--- src/rtl/fxd_pkg.sv ---
package fxd_pkg;

  localparam logic [7:0] OFS_SETTINGS = 8'h00;
  localparam logic [7:0] OFS_MEM_BASE = 8'h04;
  localparam logic [7:0] OFS_BUF_BASE = 8'h08;
  localparam logic [7:0] OFS_BYTES    = 8'h0C;
  localparam logic [7:0] OFS_GO       = 8'h10;
  localparam logic [7:0] OFS_HALT     = 8'h14;
  localparam logic [7:0] OFS_BUSY     = 8'h18;
  localparam logic [7:0] OFS_FINISH   = 8'h1C;
  localparam logic [7:0] OFS_FAULT    = 8'h20;

  // direction: 1 = flash buffer into memory, 0 = memory into flash buffer
  localparam logic DIR_BUF_TO_MEM = 1'b1;

  typedef enum logic [2:0] {
    XS_IDLE,
    XS_BUF_GET,
    XS_MEM_REQ,
    XS_MEM_WAIT,
    XS_BUF_PUT
  } xfer_state_t;

endpackage

--- src/rtl/fxd_lane_swap.sv ---
module fxd_lane_swap #(
  parameter int LANES = 4
) (
  input  logic               en,
  input  logic [8*LANES-1:0] din,
  output logic [8*LANES-1:0] dout
);

  logic [8*LANES-1:0] reversed;

  for (genvar b = 0; b < LANES; b++) begin : g_lane
    assign reversed[8*b +: 8] = din[8*(LANES-1-b) +: 8];
  end

  assign dout = en ? reversed : din;

endmodule

--- src/rtl/fxd_regs.sv ---
module fxd_regs
  import fxd_pkg::*;
#(
  parameter int ADDR_W = 32,
  parameter int LEN_W  = 16
) (
  input  logic              clk,
  input  logic              rst_n,
  input  logic              reg_wr,
  input  logic [7:0]        reg_addr,
  input  logic [31:0]       reg_wdata,
  output logic [31:0]       reg_rdata,
  input  logic              busy,
  input  logic              fin,
  input  logic              fin_err,
  output logic [1:0]        settings,
  output logic [ADDR_W-1:0] mem_base,
  output logic [ADDR_W-1:0] buf_base,
  output logic [LEN_W-1:0]  byte_len,
  output logic              go,
  output logic              go_dir,
  output logic              halt,
  output logic [1:0]        finish,
  output logic              fault
);

  logic wr_finish_zero;
  logic wr_fault_zero;

  assign go             = reg_wr && (reg_addr == OFS_GO);
  assign go_dir         = reg_wdata[0];
  assign halt           = reg_wr && (reg_addr == OFS_HALT);
  assign wr_finish_zero = reg_wr && (reg_addr == OFS_FINISH) && (reg_wdata == 32'd0);
  assign wr_fault_zero  = reg_wr && (reg_addr == OFS_FAULT) && (reg_wdata == 32'd0);

  always_ff @(posedge clk) begin
    if (!rst_n) begin
      settings <= '0;
      mem_base <= '0;
      buf_base <= '0;
      byte_len <= '0;
    end else if (reg_wr) begin
      case (reg_addr)
        OFS_SETTINGS: settings <= reg_wdata[1:0];
        OFS_MEM_BASE: mem_base <= reg_wdata[ADDR_W-1:0];
        OFS_BUF_BASE: buf_base <= reg_wdata[ADDR_W-1:0];
        OFS_BYTES:    byte_len <= reg_wdata[LEN_W-1:0];
        default: ;
      endcase
    end
  end

  // completion status: an end event wins over a clearing write in the same cycle
  always_ff @(posedge clk) begin
    if (!rst_n) begin
      finish <= 2'b00;
      fault  <= 1'b0;
    end else begin
      if (fin)                 finish <= {fin_err, 1'b1};
      else if (wr_finish_zero) finish <= 2'b00;
      if (fin && fin_err)      fault  <= 1'b1;
      else if (wr_fault_zero)  fault  <= 1'b0;
    end
  end

  always_comb begin
    reg_rdata = 32'd0;
    case (reg_addr)
      OFS_SETTINGS: reg_rdata = {30'd0, settings};
      OFS_MEM_BASE: reg_rdata = 32'(mem_base);
      OFS_BUF_BASE: reg_rdata = 32'(buf_base);
      OFS_BYTES:    reg_rdata = 32'(byte_len);
      OFS_BUSY:     reg_rdata = {31'd0, busy};
      OFS_FINISH:   reg_rdata = {30'd0, finish};
      OFS_FAULT:    reg_rdata = {31'd0, fault};
      default:      reg_rdata = 32'd0;
    endcase
  end

  AST_CLEAR_FINISH: assert property (@(posedge clk) disable iff (!rst_n)
    (wr_finish_zero && !fin) |=> (finish == 2'b00)) else $error("finish clear");
  AST_CLEAR_FAULT: assert property (@(posedge clk) disable iff (!rst_n)
    (wr_fault_zero && !fin) |=> !fault) else $error("fault clear");

endmodule

--- src/rtl/fxd_mover.sv ---
module fxd_mover
  import fxd_pkg::*;
#(
  parameter int ADDR_W = 32,
  parameter int LEN_W  = 16
) (
  input  logic              clk,
  input  logic              rst_n,
  input  logic              go,
  input  logic              go_dir,
  input  logic              halt,
  input  logic              swap_en,
  input  logic [ADDR_W-1:0] mem_base,
  input  logic [ADDR_W-1:0] buf_base,
  input  logic [LEN_W-1:0]  byte_len,
  output logic              mem_req_valid,
  input  logic              mem_req_ready,
  output logic              mem_req_write,
  output logic [ADDR_W-1:0] mem_req_addr,
  output logic [31:0]       mem_req_wdata,
  input  logic              mem_rsp_valid,
  input  logic [31:0]       mem_rsp_rdata,
  input  logic              mem_rsp_err,
  output logic [ADDR_W-1:0] fbuf_addr,
  input  logic              fbuf_in_valid,
  output logic              fbuf_in_ready,
  input  logic [31:0]       fbuf_in_data,
  output logic              fbuf_out_valid,
  input  logic              fbuf_out_ready,
  output logic [31:0]       fbuf_out_data,
  output logic              busy,
  output logic              fin,
  output logic              fin_err
);

  localparam int WCNT_W = LEN_W - 2;
  localparam logic [ADDR_W-1:0] STEP = ADDR_W'(4);

  xfer_state_t       state;
  logic              dir_q;
  logic [ADDR_W-1:0] mem_ptr;
  logic [ADDR_W-1:0] buf_ptr;
  logic [WCNT_W-1:0] left;
  logic [31:0]       hold;
  logic [WCNT_W-1:0] words;
  logic [31:0]       in_sw;
  logic [31:0]       rsp_sw;
  logic              start;
  logic              beat_done;
  logic              last_beat;
  logic              rsp_ok;

  fxd_lane_swap #(.LANES(4)) u_swap_in (
    .en(swap_en), .din(fbuf_in_data), .dout(in_sw)
  );
  fxd_lane_swap #(.LANES(4)) u_swap_rsp (
    .en(swap_en), .din(mem_rsp_rdata), .dout(rsp_sw)
  );

  assign words     = WCNT_W'(byte_len >> 2);
  assign start     = (state == XS_IDLE) && go && !halt;
  assign rsp_ok    = (state == XS_MEM_WAIT) && mem_rsp_valid && !mem_rsp_err;
  assign beat_done = !halt && ((rsp_ok && dir_q == DIR_BUF_TO_MEM) ||
                               (state == XS_BUF_PUT && fbuf_out_ready));
  assign last_beat = (left == WCNT_W'(1));

  assign busy           = (state != XS_IDLE);
  assign mem_req_valid  = (state == XS_MEM_REQ);
  assign mem_req_write  = (dir_q == DIR_BUF_TO_MEM);
  assign mem_req_addr   = mem_ptr;
  assign mem_req_wdata  = hold;
  assign fbuf_addr      = buf_ptr;
  assign fbuf_in_ready  = (state == XS_BUF_GET);
  assign fbuf_out_valid = (state == XS_BUF_PUT);
  assign fbuf_out_data  = hold;

  // sequencing
  always_ff @(posedge clk) begin
    if (!rst_n) begin
      state   <= XS_IDLE;
      dir_q   <= 1'b0;
      fin     <= 1'b0;
      fin_err <= 1'b0;
    end else begin
      fin     <= 1'b0;
      fin_err <= 1'b0;
      if (halt) begin
        state <= XS_IDLE;
      end else begin
        case (state)
          XS_IDLE: if (go) begin
            dir_q <= go_dir;
            if (words == '0) fin <= 1'b1;
            else state <= (go_dir == DIR_BUF_TO_MEM) ? XS_BUF_GET : XS_MEM_REQ;
          end
          XS_BUF_GET:  if (fbuf_in_valid) state <= XS_MEM_REQ;
          XS_MEM_REQ:  if (mem_req_ready) state <= XS_MEM_WAIT;
          XS_MEM_WAIT: if (mem_rsp_valid) begin
            if (mem_rsp_err) begin
              state   <= XS_IDLE;
              fin     <= 1'b1;
              fin_err <= 1'b1;
            end else if (dir_q != DIR_BUF_TO_MEM) begin
              state <= XS_BUF_PUT;
            end
          end
          default: ;
        endcase
        if (beat_done) begin
          if (last_beat) begin
            state <= XS_IDLE;
            fin   <= 1'b1;
          end else begin
            state <= (dir_q == DIR_BUF_TO_MEM) ? XS_BUF_GET : XS_MEM_REQ;
          end
        end
      end
    end
  end

  // working pointers and count, loaded from the registers at start
  always_ff @(posedge clk) begin
    if (!rst_n) begin
      mem_ptr <= '0;
      buf_ptr <= '0;
      left    <= '0;
    end else if (start) begin
      mem_ptr <= mem_base;
      buf_ptr <= buf_base;
      left    <= words;
    end else if (beat_done) begin
      mem_ptr <= mem_ptr + STEP;
      buf_ptr <= buf_ptr + STEP;
      left    <= left - WCNT_W'(1);
    end
  end

  // data holding register between the two sides
  always_ff @(posedge clk) begin
    if (!rst_n) begin
      hold <= 32'd0;
    end else if (state == XS_BUF_GET && fbuf_in_valid) begin
      hold <= in_sw;
    end else if (rsp_ok && dir_q != DIR_BUF_TO_MEM) begin
      hold <= rsp_sw;
    end
  end

  AST_MEM_REQ_HOLD: assert property (@(posedge clk) disable iff (!rst_n)
    (mem_req_valid && !mem_req_ready && !halt) |=>
      (mem_req_valid && $stable(mem_req_addr) && $stable(mem_req_wdata))) else $error("mem hold");
  AST_BUF_OUT_HOLD: assert property (@(posedge clk) disable iff (!rst_n)
    (fbuf_out_valid && !fbuf_out_ready && !halt) |=>
      (fbuf_out_valid && $stable(fbuf_out_data) && $stable(fbuf_addr))) else $error("buf hold");
  AST_HALT_IDLES: assert property (@(posedge clk) disable iff (!rst_n)
    halt |=> (!busy && !fin)) else $error("halt");
  AST_GO_IGNORED: assert property (@(posedge clk) disable iff (!rst_n)
    (busy && go && !halt) |=> $stable(dir_q)) else $error("go while busy");

endmodule

--- src/rtl/flash_xfer_dma.sv ---
module flash_xfer_dma #(
  parameter int ADDR_W = 32,
  parameter int LEN_W  = 16
) (
  input  logic              clk,
  input  logic              rst_n,
  input  logic              reg_wr,
  input  logic [7:0]        reg_addr,
  input  logic [31:0]       reg_wdata,
  output logic [31:0]       reg_rdata,
  output logic              mem_req_valid,
  input  logic              mem_req_ready,
  output logic              mem_req_write,
  output logic [ADDR_W-1:0] mem_req_addr,
  output logic [31:0]       mem_req_wdata,
  input  logic              mem_rsp_valid,
  input  logic [31:0]       mem_rsp_rdata,
  input  logic              mem_rsp_err,
  output logic [ADDR_W-1:0] fbuf_addr,
  input  logic              fbuf_in_valid,
  output logic              fbuf_in_ready,
  input  logic [31:0]       fbuf_in_data,
  output logic              fbuf_out_valid,
  input  logic              fbuf_out_ready,
  output logic [31:0]       fbuf_out_data,
  output logic              irq
);

  logic              busy, fin, fin_err;
  logic [1:0]        settings;
  logic [ADDR_W-1:0] mem_base, buf_base;
  logic [LEN_W-1:0]  byte_len;
  logic              go, go_dir, halt;
  logic [1:0]        finish;
  logic              fault;

  fxd_regs #(.ADDR_W(ADDR_W), .LEN_W(LEN_W)) u_regs (
    .clk(clk), .rst_n(rst_n), .reg_wr(reg_wr), .reg_addr(reg_addr),
    .reg_wdata(reg_wdata), .reg_rdata(reg_rdata), .busy(busy), .fin(fin),
    .fin_err(fin_err), .settings(settings), .mem_base(mem_base),
    .buf_base(buf_base), .byte_len(byte_len), .go(go), .go_dir(go_dir),
    .halt(halt), .finish(finish), .fault(fault)
  );

  fxd_mover #(.ADDR_W(ADDR_W), .LEN_W(LEN_W)) u_mover (
    .clk(clk), .rst_n(rst_n), .go(go), .go_dir(go_dir), .halt(halt),
    .swap_en(settings[1]), .mem_base(mem_base), .buf_base(buf_base),
    .byte_len(byte_len), .mem_req_valid(mem_req_valid),
    .mem_req_ready(mem_req_ready), .mem_req_write(mem_req_write),
    .mem_req_addr(mem_req_addr), .mem_req_wdata(mem_req_wdata),
    .mem_rsp_valid(mem_rsp_valid), .mem_rsp_rdata(mem_rsp_rdata),
    .mem_rsp_err(mem_rsp_err), .fbuf_addr(fbuf_addr),
    .fbuf_in_valid(fbuf_in_valid), .fbuf_in_ready(fbuf_in_ready),
    .fbuf_in_data(fbuf_in_data), .fbuf_out_valid(fbuf_out_valid),
    .fbuf_out_ready(fbuf_out_ready), .fbuf_out_data(fbuf_out_data),
    .busy(busy), .fin(fin), .fin_err(fin_err)
  );

  assign irq = |finish;

  AST_END_REPORTED: assert property (@(posedge clk) disable iff (!rst_n)
    ($fell(busy) && !$past(halt)) |=> finish[0]) else $error("end not reported");
  AST_FAULT_FINISH: assert property (@(posedge clk) disable iff (!rst_n)
    $rose(fault) |-> (finish == 2'b11)) else $error("fault without finish");
  AST_HALT_NO_FINISH: assert property (@(posedge clk) disable iff (!rst_n)
    (halt && busy && finish == 2'b00) |=> (finish == 2'b00)) else $error("halt finish");

endmodule

--- config.mk ---
export PLATFORM = sky130hd
export DESIGN_NAME = flash_xfer_dma
export DESIGN_NICKNAME = d
export VERILOG_FILES = /design/src/rtl/fxd_pkg.sv /design/src/rtl/fxd_lane_swap.sv /design/src/rtl/fxd_regs.sv /design/src/rtl/fxd_mover.sv /design/src/rtl/flash_xfer_dma.sv
export SDC_FILE = /design/constraint.sdc
export NUM_CORES = 1
export LEC_CHECK = 0
export ABC_AREA = 1
export BUFFER_PORTS_ARGS = -buffer_cell sky130_fd_sc_hd__buf_2
export CAP_MARGIN = 15
export CORE_MARGIN = 2
export CORE_UTILIZATION = 57
export CTS_BUF_LIST = sky130_fd_sc_hd__clkbuf_8
export DETAILED_ROUTE_END_ITERATION = 8
export HOLD_SLACK_MARGIN = 0.08
export PLACE_DENSITY = 0.84
export REMOVE_ABC_BUFFERS = 1
export SLEW_MARGIN = 20
export SYNTH_ARGS = -nofsm -noshare
export SYNTH_HDL_FRONTEND = slang
export SYNTH_SLANG_ARGS = --single-unit
--- constraint.sdc ---
create_clock -name clk -period 2.4 [get_ports clk]
set_clock_uncertainty 0.1 [all_clocks]
set_input_delay 0.24 -clock clk [delete_from_list [all_inputs] [get_ports clk]]
set_output_delay 0.24 -clock clk [all_outputs]
set_load 0.005 [all_outputs]
==> impl_metrics.env <==
export IMPL_firstDrtPassIters=5
export IMPL_critPathLaunch="u_mover.state[2]$_SDFFE_PP0P_"
export IMPL_clk_pin_slew_ns=0.07
export IMPL_critPathCaptureType="register"
export IMPL_fin_ws_ns=0.0654
export IMPL_ir_worst_vdd_mv=0.352
export IMPL_critPathKind="reg2reg"
export IMPL_max_stage_delay_ns=0.62
export IMPL_fin_nets=2224
export IMPL_cts_htree_levels=2
export IMPL_synth_async_reset_ratio=0
export IMPL_synth_area_leaders="dfxtp_1 33%, nand2_1 13%, nor2_1 7.1%"
export IMPL_path_cells="inv_4, nand3_2, nor2_2, nand2_1, nand2_2, buf_12, o21ai_1, a31oi_1, dlygate4sd3_1"
export IMPL_period_share=0.973
export IMPL_crit_path_max_fanout=32
export IMPL_drc=0
export IMPL_clock_latency_ns=0.53
export IMPL_timing_final_crit_period_ns=2.33
export IMPL_rsz0062_at_grt="false"
export IMPL_max_freq_ghz=0.428
export IMPL_clockBufferDepth=3
export IMPL_root_buffer="clkbuf_8"
export IMPL_die_h_um=150
export IMPL_p_per_area_nw_per_um2=457
export IMPL_cts_buffers=35
export IMPL_synth_top_cell_by_area="dfxtp_1"
export IMPL_max_slew_margin=0.569
export IMPL_r2r_start="u_mover.state[2]$_SDFFE_PP0P_"
export IMPL_synth_edf_count=0
export IMPL_gp_congestion=0.951
export IMPL_fp_row_count=53
export IMPL_setup_tns_final_ns=0
export IMPL_p_total_mw=6.98
export IMPL_ys_flop_type="dfxtp_1"
export IMPL_wire_per_inst_um=18.4
export IMPL_leakagePower_nw=6.78
export IMPL_antenna_left=0
export IMPL_cts_tree="built"
export IMPL_postSynthAreaPerCell_um2=6.81
export IMPL_synth_top_cell_area_share=0.332
export IMPL_yosys_warnings=0
export IMPL_yosysSeqAreaShare=0.332
export IMPL_synth_area_um2=12100
export IMPL_drive_gt1_frac=0.230
export IMPL_cp_arrival_ns=2.71
export IMPL_cp_start_kind="register"
export IMPL_dpl_hpwl_um=28800
export IMPL_grt_overflow_total=0
export IMPL_worstMarginPinSlew_ns=0.644
export IMPL_netlist_instances=1779
export IMPL_finalHoldViolations=0
export IMPL_initial_core_util=0.578
export IMPL_die_w_um=150
export IMPL_place_ws_ns=0.327
export IMPL_synth_most_common_cell="nand2_1"
export IMPL_grt_antenna_before_repair=1
export IMPL_die_area_um2=22400
export IMPL_port_buffers=276
export IMPL_vias=13900
export IMPL_cp_required_ns=2.77
export IMPL_core_area_um2=21000
export IMPL_status="finished, final reports clean"
export IMPL_grt_usage=0.381
export IMPL_min_from="fbuf_in_data[7]"
export IMPL_grt_pass1_vias=13200
export IMPL_wl_um=44200
export IMPL_critPathSlowestCell="dlygate4sd3_1"
export IMPL_drt_iter0_drc=1397
export IMPL_clock_sinks=201
export IMPL_setup_viol=0
export IMPL_antenna_cells=0
export IMPL_viasPerCell=5.79
export IMPL_syn2layout_area_growth_pct=26.0
export IMPL_yosysUniqueCellTypes=39
export IMPL_synth_common_cells="427 x nand2_1, 228 x nor2_1, 201 x dfxtp_1"
export IMPL_grt_max_degree=109
export IMPL_finalMaxSlewViolations=0
export IMPL_io_pins=277
export IMPL_ys_ff_latch=201
export IMPL_grt_first_pass_wirelength_um=68100
export IMPL_hp_class="in2reg"
export IMPL_max_cap_viol_count=0
## layer usage
layer	part of all wire	vias to the layer above	track usage	routed length, um
met5	0.00029	-	0	13
met4	0.055	2	0.193	2420
met3	0.093	174	0.0695	4120
met2	0.47	857	0.630	20600
met1	0.39	6368	0.476	17000
li1	-	6513	-	-
## through the flow
stage | hold WS [ns] | std cells | cell area [um2] | utilization
6_report | 0.0979 | 2403 | 15300 | 0.729
5_1_grt | 0.112 | 2403 | 15300 | 0.729
4_1_cts | 0.0807 | 2401 | 15200 | 0.727
3_5_place_dp | 0.361 | 2236 | 13500 | 0.643
3_3_place_gp | 0.348 | 2236 | 13500 | 0.643
2_1_floorplan | 0.238 | 1650 | 11400 | -
## cells in the final DEF, fill, tap and decap left out, types with 25 or more instances in the layout
| cell type | instances |
|---|---|
| nand2_1 | 427 |
| buf_2 | 276 |
| nor2_1 | 228 |
| dfxtp_1 | 198 |
| nand3_1 | 164 |
| inv_1 | 134 |
| dlygate4sd3_1 | 108 |
| a21oi_1 | 95 |
| o21ai_0 | 79 |
| mux2_2 | 64 |
| clkbuf_8 | 45 |
| a211oi_1 | 33 |
| a31oi_1 | 32 |
| o21ai_1 | 30 |
| buf_4 | 26 |
| nand3b_1 | 25 |
| a21oi_2 | 25 |
## state kept, by name (all words and copies together), names as in the netlist, 2 cells and up
register,cells
u_mover.left,14
u_regs.buf_base,32
u_mover.mem_req_addr,32
u_regs.finish,2
u_mover.fbuf_out_data,32
u_regs.mem_base,32
u_mover.fbuf_addr,32
u_mover.state,3
u_regs.byte_len,16
u_regs.settings,2
## power by group
| part | leakage [nW] | switching, mW | internal [mW] |
|---|---|---|---|
| clock network | 0.377 | 1.46 | 1.67 |
| registers | 1.62 | 0.00304 | 3.34 |
| logic | 4.78 | 0.260 | 0.252 |
## critical path: cells and delay by family, from the launching register on
family,cells,cell delay (ns)
AO/OA/AOI/OAI,2,0.33
buffers and inverters,3,0.97
flip-flops,1,0.40
AND/OR/NAND/NOR,4,0.46
## kinds of logic (layout without fill, tap and decap cells)
family                   Yosys count  count (layout)  share of synthesized area
AO/OA/AOI/OAI                    319             319                      0.157
XOR/XNOR                          38              38                     0.0275
multiplexers                      64              64                     0.0595
flip-flops                       201             201                      0.332
AND/OR/NAND/NOR                  886             886                      0.314
adder cells (fa/ha/maj)            4               4                    0.00413
buffers and inverters            267             616                      0.106
## path summary, 6_finish.rpt
kind / endpoint / slack (ns) / cells past startpoint
setup / recovery: u_mover.fbuf_out_data[23]$_SDFFE_PN0P_ / 0.07 / 9
hold / removal: u_mover.fbuf_out_data[7]$_SDFFE_PN0P_ / 0.1 / 4
setup reg to reg: u_mover.fbuf_out_data[23]$_SDFFE_PN0P_ / 0.07 / 9
hold reg to reg: u_regs.fault$_SDFFE_PN0P_ / 0.37 / 2
## cell type report
type / instances / area, um2
Inverter: 138 / 520
Timing Repair Buffer: 421 / 2880
Sequential cell: 201 / 4030
Clock inverter: 12 / 53.8
Fill cell: 1709 / 5690
Multi-Input combinational cell: 1311 / 6820
Clock buffer: 45 / 619
Tap cell: 275 / 344
## timing repair
item	4_1_cts	5_1_grt
hold endpoints to repair	121	0
resized for setup	0	2
hold buffers	108	0
endpoints found under the setup margin	0	2
setup buffers	0	1
(Power assumes the default switching activity.)
